===== src/rtl/tap_pkg.sv =====
package tap_pkg;

    typedef enum logic [3:0] {
        TS_RESET    = 4'd0,
        TS_IDLE     = 4'd1,
        TS_DR_SEL   = 4'd2,
        TS_DR_CAP   = 4'd3,
        TS_DR_SHIFT = 4'd4,
        TS_DR_EXIT1 = 4'd5,
        TS_DR_PAUSE = 4'd6,
        TS_DR_EXIT2 = 4'd7,
        TS_DR_UPD   = 4'd8,
        TS_IR_SEL   = 4'd9,
        TS_IR_CAP   = 4'd10,
        TS_IR_SHIFT = 4'd11,
        TS_IR_EXIT1 = 4'd12,
        TS_IR_PAUSE = 4'd13,
        TS_IR_EXIT2 = 4'd14,
        TS_IR_UPD   = 4'd15
    } tap_state_e;

    // Next state of the controller for one mode-select sample.
    function automatic tap_state_e tap_step(input tap_state_e cur, input logic m);
        tap_state_e nxt;
        case (cur)
            TS_RESET:    nxt = m ? TS_RESET    : TS_IDLE;
            TS_IDLE:     nxt = m ? TS_DR_SEL   : TS_IDLE;
            TS_DR_SEL:   nxt = m ? TS_IR_SEL   : TS_DR_CAP;
            TS_DR_CAP:   nxt = m ? TS_DR_EXIT1 : TS_DR_SHIFT;
            TS_DR_SHIFT: nxt = m ? TS_DR_EXIT1 : TS_DR_SHIFT;
            TS_DR_EXIT1: nxt = m ? TS_DR_UPD   : TS_DR_PAUSE;
            TS_DR_PAUSE: nxt = m ? TS_DR_EXIT2 : TS_DR_PAUSE;
            TS_DR_EXIT2: nxt = m ? TS_DR_UPD   : TS_DR_SHIFT;
            TS_DR_UPD:   nxt = m ? TS_DR_SEL   : TS_IDLE;
            TS_IR_SEL:   nxt = m ? TS_RESET    : TS_IR_CAP;
            TS_IR_CAP:   nxt = m ? TS_IR_EXIT1 : TS_IR_SHIFT;
            TS_IR_SHIFT: nxt = m ? TS_IR_EXIT1 : TS_IR_SHIFT;
            TS_IR_EXIT1: nxt = m ? TS_IR_UPD   : TS_IR_PAUSE;
            TS_IR_PAUSE: nxt = m ? TS_IR_EXIT2 : TS_IR_PAUSE;
            TS_IR_EXIT2: nxt = m ? TS_IR_UPD   : TS_IR_SHIFT;
            TS_IR_UPD:   nxt = m ? TS_DR_SEL   : TS_IDLE;
            default:     nxt = TS_RESET;
        endcase
        return nxt;
    endfunction

    function automatic logic tap_is_shift(input tap_state_e cur);
        return (cur == TS_IR_SHIFT) || (cur == TS_DR_SHIFT);
    endfunction

endpackage


===== src/rtl/tap_sync_edge.sv =====
module tap_sync_edge #(
    parameter int STAGES = 2
) (
    input  logic clk_i,
    input  logic rst_ni,
    input  logic tck_i,
    input  logic tms_i,
    input  logic tdi_i,
    output logic tck_rise_o,
    output logic tck_fall_o,
    output logic tms_o,
    output logic tdi_o
);

    localparam int TOP = STAGES - 1;

    typedef struct packed {
        logic [STAGES-1:0] tck;
        logic [STAGES-1:0] tms;
        logic [STAGES-1:0] tdi;
        logic              tck_last;
    } sync_t;

    sync_t q, d;

    always_comb begin
        d          = q;
        d.tck      = {q.tck[TOP-1:0], tck_i};
        d.tms      = {q.tms[TOP-1:0], tms_i};
        d.tdi      = {q.tdi[TOP-1:0], tdi_i};
        d.tck_last = q.tck[TOP];
    end

    always_ff @(posedge clk_i or negedge rst_ni) begin
        if (!rst_ni) begin
            q <= '0;
        end else begin
            q <= d;
        end
    end

    assign tck_rise_o = q.tck[TOP] & ~q.tck_last;
    assign tck_fall_o = ~q.tck[TOP] & q.tck_last;
    assign tms_o      = q.tms[TOP];
    assign tdi_o      = q.tdi[TOP];

    AST_RISE_ONE_CYCLE: assert property (@(posedge clk_i) disable iff (!rst_ni)
        tck_rise_o |=> !tck_rise_o);
    AST_FALL_ONE_CYCLE: assert property (@(posedge clk_i) disable iff (!rst_ni)
        tck_fall_o |=> !tck_fall_o);

endmodule


===== src/rtl/tap_fsm.sv =====
module tap_fsm
    import tap_pkg::*;
(
    input  logic       clk_i,
    input  logic       rst_ni,
    input  logic       tck_rise_i,
    input  logic       tms_i,
    output tap_state_e state_o
);

    tap_state_e state_q, state_d;

    always_comb begin
        state_d = state_q;
        if (tck_rise_i) begin
            state_d = tap_step(state_q, tms_i);
        end
    end

    always_ff @(posedge clk_i or negedge rst_ni) begin
        if (!rst_ni) begin
            state_q <= TS_RESET;
        end else begin
            state_q <= state_d;
        end
    end

    assign state_o = state_q;

    // Checker-side count of consecutive high mode-select edges, saturating at five.
    logic [2:0] hi_run_q;
    always_ff @(posedge clk_i or negedge rst_ni) begin
        if (!rst_ni) begin
            hi_run_q <= 3'd0;
        end else if (tck_rise_i) begin
            if (!tms_i) begin
                hi_run_q <= 3'd0;
            end else if (hi_run_q != 3'd5) begin
                hi_run_q <= hi_run_q + 3'd1;
            end
        end
    end

    AST_FIVE_HIGH_RESET: assert property (@(posedge clk_i) disable iff (!rst_ni)
        (hi_run_q == 3'd5) |-> (state_q == TS_RESET));
    AST_STAY_IN_RESET: assert property (@(posedge clk_i) disable iff (!rst_ni)
        (tck_rise_i && tms_i && state_q == TS_RESET) |=> (state_q == TS_RESET));
    AST_STATE_HOLD: assert property (@(posedge clk_i) disable iff (!rst_ni)
        !tck_rise_i |=> $stable(state_q));

endmodule


===== src/rtl/tap_regs.sv =====
module tap_regs
    import tap_pkg::*;
#(
    parameter int              IR_W        = 3,
    parameter logic [IR_W-1:0] CAPTURE_PAT = 1
) (
    input  logic            clk_i,
    input  logic            rst_ni,
    input  logic            tck_rise_i,
    input  logic            tck_fall_i,
    input  tap_state_e      state_i,
    input  logic            tdi_i,
    input  logic            ext_sel_i,
    input  logic            ext_tdo_i,
    output logic [IR_W-1:0] instr_o,
    output logic            tdo_o,
    output logic            tdo_oe_o
);

    localparam logic [IR_W-1:0] BYPASS_CODE = '1;

    typedef struct packed {
        logic [IR_W-1:0] ir_sh;
        logic [IR_W-1:0] ir;
        logic            byp;
        logic            tdo;
        logic            oe;
    } regs_t;

    regs_t q, d;
    logic  ext_active;

    assign ext_active = ext_sel_i && (q.ir != BYPASS_CODE);

    always_comb begin
        d = q;
        if (tck_rise_i) begin
            case (state_i)
                TS_IR_CAP:   d.ir_sh = CAPTURE_PAT;
                TS_IR_SHIFT: d.ir_sh = {tdi_i, q.ir_sh[IR_W-1:1]};
                TS_IR_UPD:   d.ir    = q.ir_sh;
                TS_DR_CAP:   d.byp   = 1'b0;
                TS_DR_SHIFT: d.byp   = tdi_i;
                default:     ;
            endcase
        end
        if (state_i == TS_RESET) begin
            d.ir = BYPASS_CODE;
        end
        if (tck_fall_i) begin
            d.oe = tap_is_shift(state_i);
            case (state_i)
                TS_IR_SHIFT: d.tdo = q.ir_sh[0];
                TS_DR_SHIFT: d.tdo = ext_active ? ext_tdo_i : q.byp;
                default:     d.tdo = 1'b0;
            endcase
        end
    end

    always_ff @(posedge clk_i or negedge rst_ni) begin
        if (!rst_ni) begin
            q.ir_sh <= CAPTURE_PAT;
            q.ir    <= BYPASS_CODE;
            q.byp   <= 1'b0;
            q.tdo   <= 1'b0;
            q.oe    <= 1'b0;
        end else begin
            q <= d;
        end
    end

    assign instr_o  = q.ir;
    assign tdo_o    = q.tdo;
    assign tdo_oe_o = q.oe;

    AST_TDO_ON_FALL: assert property (@(posedge clk_i) disable iff (!rst_ni)
        !tck_fall_i |=> ($stable(tdo_o) && $stable(tdo_oe_o)));
    AST_OE_SHIFT_ONLY: assert property (@(posedge clk_i) disable iff (!rst_ni)
        $rose(tdo_oe_o) |-> tap_is_shift(state_i));
    AST_RESET_BYPASS: assert property (@(posedge clk_i) disable iff (!rst_ni)
        (state_i == TS_RESET) |=> (instr_o == BYPASS_CODE));
    AST_INSTR_HOLD: assert property (@(posedge clk_i) disable iff (!rst_ni)
        (!tck_rise_i && state_i != TS_RESET) |=> $stable(instr_o));

endmodule


===== src/rtl/jtag_os_tap.sv =====
module jtag_os_tap
    import tap_pkg::*;
#(
    parameter int              IR_W        = 3,
    parameter int              SYNC_STAGES = 2,
    parameter logic [IR_W-1:0] CAPTURE_PAT = 1
) (
    input  logic            clk_i,
    input  logic            rst_ni,
    input  logic            tck_i,
    input  logic            tms_i,
    input  logic            tdi_i,
    output logic            tdo_o,
    output logic            tdo_oe_o,
    output logic [3:0]      state_o,
    output logic [IR_W-1:0] instr_o,
    output logic            capture_dr_o,
    output logic            shift_dr_o,
    output logic            update_dr_o,
    input  logic            ext_sel_i,
    input  logic            ext_tdo_i
);

    logic       tck_rise, tck_fall, tms_s, tdi_s;
    tap_state_e state;

    tap_sync_edge #(
        .STAGES (SYNC_STAGES)
    ) u_sync (
        .clk_i      (clk_i),
        .rst_ni     (rst_ni),
        .tck_i      (tck_i),
        .tms_i      (tms_i),
        .tdi_i      (tdi_i),
        .tck_rise_o (tck_rise),
        .tck_fall_o (tck_fall),
        .tms_o      (tms_s),
        .tdi_o      (tdi_s)
    );

    tap_fsm u_fsm (
        .clk_i      (clk_i),
        .rst_ni     (rst_ni),
        .tck_rise_i (tck_rise),
        .tms_i      (tms_s),
        .state_o    (state)
    );

    tap_regs #(
        .IR_W        (IR_W),
        .CAPTURE_PAT (CAPTURE_PAT)
    ) u_regs (
        .clk_i      (clk_i),
        .rst_ni     (rst_ni),
        .tck_rise_i (tck_rise),
        .tck_fall_i (tck_fall),
        .state_i    (state),
        .tdi_i      (tdi_s),
        .ext_sel_i  (ext_sel_i),
        .ext_tdo_i  (ext_tdo_i),
        .instr_o    (instr_o),
        .tdo_o      (tdo_o),
        .tdo_oe_o   (tdo_oe_o)
    );

    assign state_o      = state;
    assign capture_dr_o = tck_rise && (state == TS_DR_CAP);
    assign shift_dr_o   = tck_rise && (state == TS_DR_SHIFT);
    assign update_dr_o  = tck_rise && (state == TS_DR_UPD);

    AST_CAPTURE_PULSE: assert property (@(posedge clk_i) disable iff (!rst_ni)
        capture_dr_o |=> (!capture_dr_o && state_o != 4'd3));
    AST_SHIFT_PULSE: assert property (@(posedge clk_i) disable iff (!rst_ni)
        shift_dr_o |=> !shift_dr_o);
    AST_UPDATE_PULSE: assert property (@(posedge clk_i) disable iff (!rst_ni)
        update_dr_o |=> (!update_dr_o && state_o != 4'd8));

endmodule


===== config.mk =====
export PLATFORM = sky130hd
export DESIGN_NAME = jtag_os_tap
export DESIGN_NICKNAME = d
export VERILOG_FILES = /design/src/rtl/tap_pkg.sv /design/src/rtl/tap_sync_edge.sv /design/src/rtl/tap_fsm.sv /design/src/rtl/tap_regs.sv /design/src/rtl/jtag_os_tap.sv
export SDC_FILE = /design/constraint.sdc
export NUM_CORES = 1
export LEC_CHECK = 0
export ABC_CLOCK_PERIOD_IN_PS = 1700
export BUFFER_PORTS_ARGS = -buffer_cell sky130_fd_sc_hd__buf_2
export CAP_MARGIN = 5
export CORE_MARGIN = 8
export CORE_UTILIZATION = 53
export CTS_CLUSTER_DIAMETER = 150
export DETAILED_ROUTE_END_ITERATION = 6
export GPL_ROUTABILITY_DRIVEN = 0
export GPL_TIMING_DRIVEN = 0
export PLACE_DENSITY = 0.77
export REMOVE_ABC_BUFFERS = 1
export SLEW_MARGIN = 40
export SYNTH_ARGS = -nofsm -noshare
export SYNTH_HDL_FRONTEND = slang
export SYNTH_SLANG_ARGS = --single-unit

===== constraint.sdc =====
create_clock -name clk_i -period 1.7 [get_ports clk_i]
set_clock_uncertainty 0.2 [all_clocks]
set_input_delay 0.17 -clock clk_i [delete_from_list [all_inputs] [get_ports clk_i]]
set_output_delay 0.17 -clock clk_i [all_outputs]
set_load 0.05 [all_outputs]

Word-level counts from Yosys, hierarchy flattened
Cells that the tools add are included.

Bits in registers: 20.

Muxes and demuxes: 20. Reduce and logical (&&, ||, !) cells: 16. Bitwise operators: 4. Eq/ne operators: 16.

Operators by type and width (number): $pmux 4 s12 (1); $eq 4x4->1 const B (8); $mux 4 (5); $eq 4x3->1 const B (4); $mux 3 (4); $eq 4x2->1 const B (2); $reduce_bool 2->1 (4); $mux 2 (3); $pmux 3 s2 (1); $reduce_and 2->1 (3); $eq 4x1->1 const B (1); $logic_and 1x1->1 (4); $logic_not 4->1 (1); $mux 1 (4); $pmux 1 s2 (2); $reduce_or 2->1 (2); $ne 3x3->1 const B (1); $reduce_or 3->1 (1); $and 1x1->1 (2); $not 1->1 (2); $logic_or 1x1->1 (1).

Logic depth before layout (Yosys ltp)
Word-level depth: 4. Mapped depth: 5. Depth with buffers taken out: 4.

Modules after synthesis
Synthesis repeated with hierarchy kept, for this count alone.

Cells, all modules: 118. Area, all modules: 1108.6 µm².

Modules (own cells, without submodules): tap_regs (seq. area each 230.2 µm², cells each 55, instances 1, area each 515.5 µm²); tap_fsm (seq. area each 100.1 µm², cells each 49, instances 1, area each 366.6 µm²); tap_sync_edge (seq. area each 175.2 µm², cells each 9, instances 1, area each 190.2 µm²); jtag_os_tap (seq. area each 0.0 µm², cells each 5, instances 1, area each 36.3 µm²).

Worst setup path before layout
No wires, ideal clock.

Kind: register to output. From: register u_fsm.state_q[0] (netlist: u_fsm.state_o[0]). To: output update_dr_o. Path slack: -1.189 ns. Arrival: 2.519 ns. Data required time: 1.330 ns. Buffers on the path: 2. Cell stages (with the launch flop): 4. Cell sequence: dfrtp_1 -> buf_2 -> buf_2 -> nor4_1.

Word-level cells in the longest chain between the ends: 2.

RTL lines: start: declaration (line tap_fsm.sv:11) `tap_state_e state_q, state_d;`; start signal: assignment (line tap_fsm.sv:24) `state_q <= state_d;`; $eq 4x4->1 (line jtag_os_tap.sv:69) `assign update_dr_o = tck_rise && (state == TS_DR_UPD);`; $logic_and 1x1->1 (line jtag_os_tap.sv:69); end: declaration (line jtag_os_tap.sv:19) `output logic update_dr_o,`.

Every way passes these cells.

Worst setup path after layout
From: register u_fsm.state_q[1] (netlist: u_fsm.state_o[1]). To: output shift_dr_o.

Word-level cells in the longest chain between the ends: 2.

RTL lines: $eq 4x3->1 (line jtag_os_tap.sv:68) `assign shift_dr_o = tck_rise && (state == TS_DR_SHIFT);`; $logic_and 1x1->1 (line jtag_os_tap.sv:68); end: declaration (line jtag_os_tap.sv:18) `output logic shift_dr_o,`.

Every way passes these cells.

==> results.md <==
* Endpoints failing hold at 0
* TritonCTS clock tree: yes
* Placement row count at 16
* CORE AREA at between 0.0015 and 0.002 sq mm
* Slew HR at 70.0%
* DP Wirelength at 1520 um
* Min Hold Slack at 74.1 ps
* Worst Hold Class: in2reg
* Antenna Nets Post-Route at 0
* Actual slew at the worst max-slew pin at 449 ps
* Hold depth at 4
* Worst-path clk slew at 110 ps
* Die area at 0.00362 sq mm
* TritonCTS buffer count at 3
* Post-route insts no fill at 176
* # diodes at 0
* First-pass GRT wire length at about 4300 um
* Initial core utilization at 54.4%
* H-tree depth at 1
* Status: finished with violations
* Fin worst setup slack at -87.0 ps
* Fmax at ~0.56 GHz
* Register area at 512 sq um
* Complex-gate fraction of the synthesized area at 19.1%
* Multi-input logic area at between 500 and 600 sq um
* Synth warn at 0
* Netlist cell types at 38
* MaxCap Viol Count at 0
* Peak supply drop at approximately 0.9 mV
* Clk Latency, worst-skew pair at 290 ps
* Nets@finish at about 160
* Die Y at 60.2 um
* Gr ovfl total at 0
* Simple-Gate Fraction of Synth Area at about a fifth
* Slew Viols, Final at 0
* Root buffer cell: clkbuf_4
* Post-synthesis sequential area ratio at 48.9%
* Commonest non-fill, non-tap cell in the layout: buf_4
* CP required at between 1000 and 1500 ps
* Average cell area after synthesis at 9.67 sq um
* Gr usage total at 15.8%
* Via/cell ratio at slightly above 6
* CTS Sinks at 20
* Commonest non-fill, non-tap cells in the layout: buf_4, buf_2, dfrtp_1, nand2_1, buf_6
* Largest family of logic cells by synthesized area: simple AND/OR/NAND/NOR gates
* Via count at between 1000 and 1500
* Register bit total from synthesis at 20
* WL per Instance at around 20 um
* IO buf count at 18
* Leakage at 0.677 nW
* Setup TNS at -226 ps
* Share of layout cells above drive strength 1 at 49.0%
* Crit end category: primary output
* Critical-path maximum fanout at 2
* Tmin final at 1790 ps
* Synthesized area at roughly 0.0010 sq mm
* Critical path arrival at roughly 1400 ps
* Largest net degree at the start of global routing at 21
* Area Growth Syn to Fin at 45.5%
* Residual DRC count at 0
* Post-synth EDFFs at 0
* Vias in the first global route at 878
* Die X-Extent at approximately 60 um
* Unrepaired setup endpoints after global routing: true
* Dpl cells at 141
* PwrDens at 1600 mW/mm^2
* Finish-stage setup viols at 6
* First-pass DRT Iterations at 5
* DR iter-0 viols at between 80 and 90
* Initial antenna violation count at 0
* CP startpoint kind: flip-flop
* Mux share of post-synthesis cell area at 1.93%
* Failing checks: setup timing
* Asr flop ratio synth at 100%
* Layout fillers at 100
* Critical setup path kind: reg2out
* Number of cells on the worst reg-to-reg path at 5
* Post-synthesis xor/xnor area fraction at 0.846%
* Post-synthesis adder-cell area fraction at 0%
* Post-synth top flop: dfrtp_1
* CTS Buffer Depth at 2
* Total Wirelength at between 3000 and 4000 um
* Part of the cycle the worst path needs at 105%
* I/O pin count at 19
* Cells after synthesis at approximately 110
power by group:
group | switching (mW) | internal (mW)
registers | 0.128 | 0.578
logic | 0.808 | 0.656
clock network | 0.146 | 0.0913
total | 1.08 | 1.32
synthesized netlist by cell type, types with 2 or more instances:
cell type,instances,share of area [%]
nor2b_1,2,1.2
nor2_1,8,2.9
inv_1,4,1.5
a31oi_1,4,2.4
nand2b_1,3,1.8
a21oi_1,7,3.4
buf_4,4,2.9
buf_6,3,3.3
and2_1,2,1.2
a311oi_1,2,1.7
nand2_1,11,4.0
o21ai_0,3,1.5
dfrtp_1,16,39
dfstp_2,4,10
mux2i_1,2,1.9
nand3_1,5,2.4
o211ai_1,4,2.9
buf_2,3,1.5
path summary, 6_finish.rpt:
| kind | from | endpoint | slack [ps] |
|---|---|---|---|
| min in group asynchronous | rst_ni | u_regs.tdo_o | 130 |
| min reg2reg | u_sync.d[4] | u_sync.tms_o | 160 |
| max | u_fsm.state_o[1] | shift_dr_o | -90 |
| max in group asynchronous | rst_ni | u_regs.q[6] | 830 |
| min | ext_sel_i | u_regs.tdo_o | 70 |
| max reg2reg | u_fsm.state_o[3] | u_fsm.state_o[3] | -40 |
critical path, cell delays in order, from the launching register on:
cell and delay [ps]:
dfrtp_2 460, nor4b_4 320, and2_4 200, buf_8 140
logic make-up (layout without fill, tap and decap cells):
kind of cell / after synthesis / in the layout
compound gates: 29 / 29
xor+xnor: 1 / 1
buf+inv: 16 / 58
flops: 20 / 20
mux: 2 / 2
simple gates: 39 / 39
registers in the layout, summed over array words and instances, names as in the netlist:
signal           count
u_sync.d             4
u_regs.tdo_oe_o      1
u_fsm.state_o        4
u_regs.q             4
u_sync.tms_o         1
u_regs.instr_o       3
u_regs.tdo_o         1
u_sync.tdi_o         1
u_sync.q             1
cell type report:
class                           instances  area share [%]
Sequential cell                        20            34.0
Multi-Input combinational cell         71            33.4
Timing Repair Buffer                   49            27.1
Tap cell                               27            2.24
Clock buffer                            4            1.75
Inverter                                5            1.50
metal layers:
layer	global-route usage, %	up-vias	routed length (um)
met5	0	-	0
met4	5.78	0	97
met3	4.52	14	309
met2	26.1	83	1770
met1	18.9	515	1350
li1	-	468	-
per-stage QoR:
stage	instance area (sq um)	total power [mW]	setup WS (ps)	utilization [%]
floorplan	952	1.24	-1140	-
global placement	1080	1.39	-141	56.6
detailed placement	1080	1.43	-191	56.6
CTS	1330	1.97	-66.0	70.1
global route	1510	2.50	-161	79.1
finish	1510	2.41	-87.0	79.1
repair_timing:
action	CTS	global route
setup endpoints to repair	10	12
buffers inserted	15	11
gates resized for setup	22	16
hold endpoints to repair	23	0
cloned	0	1
pin swaps	2	4
hold buffers	4	0
(Power assumes the default switching activity.)
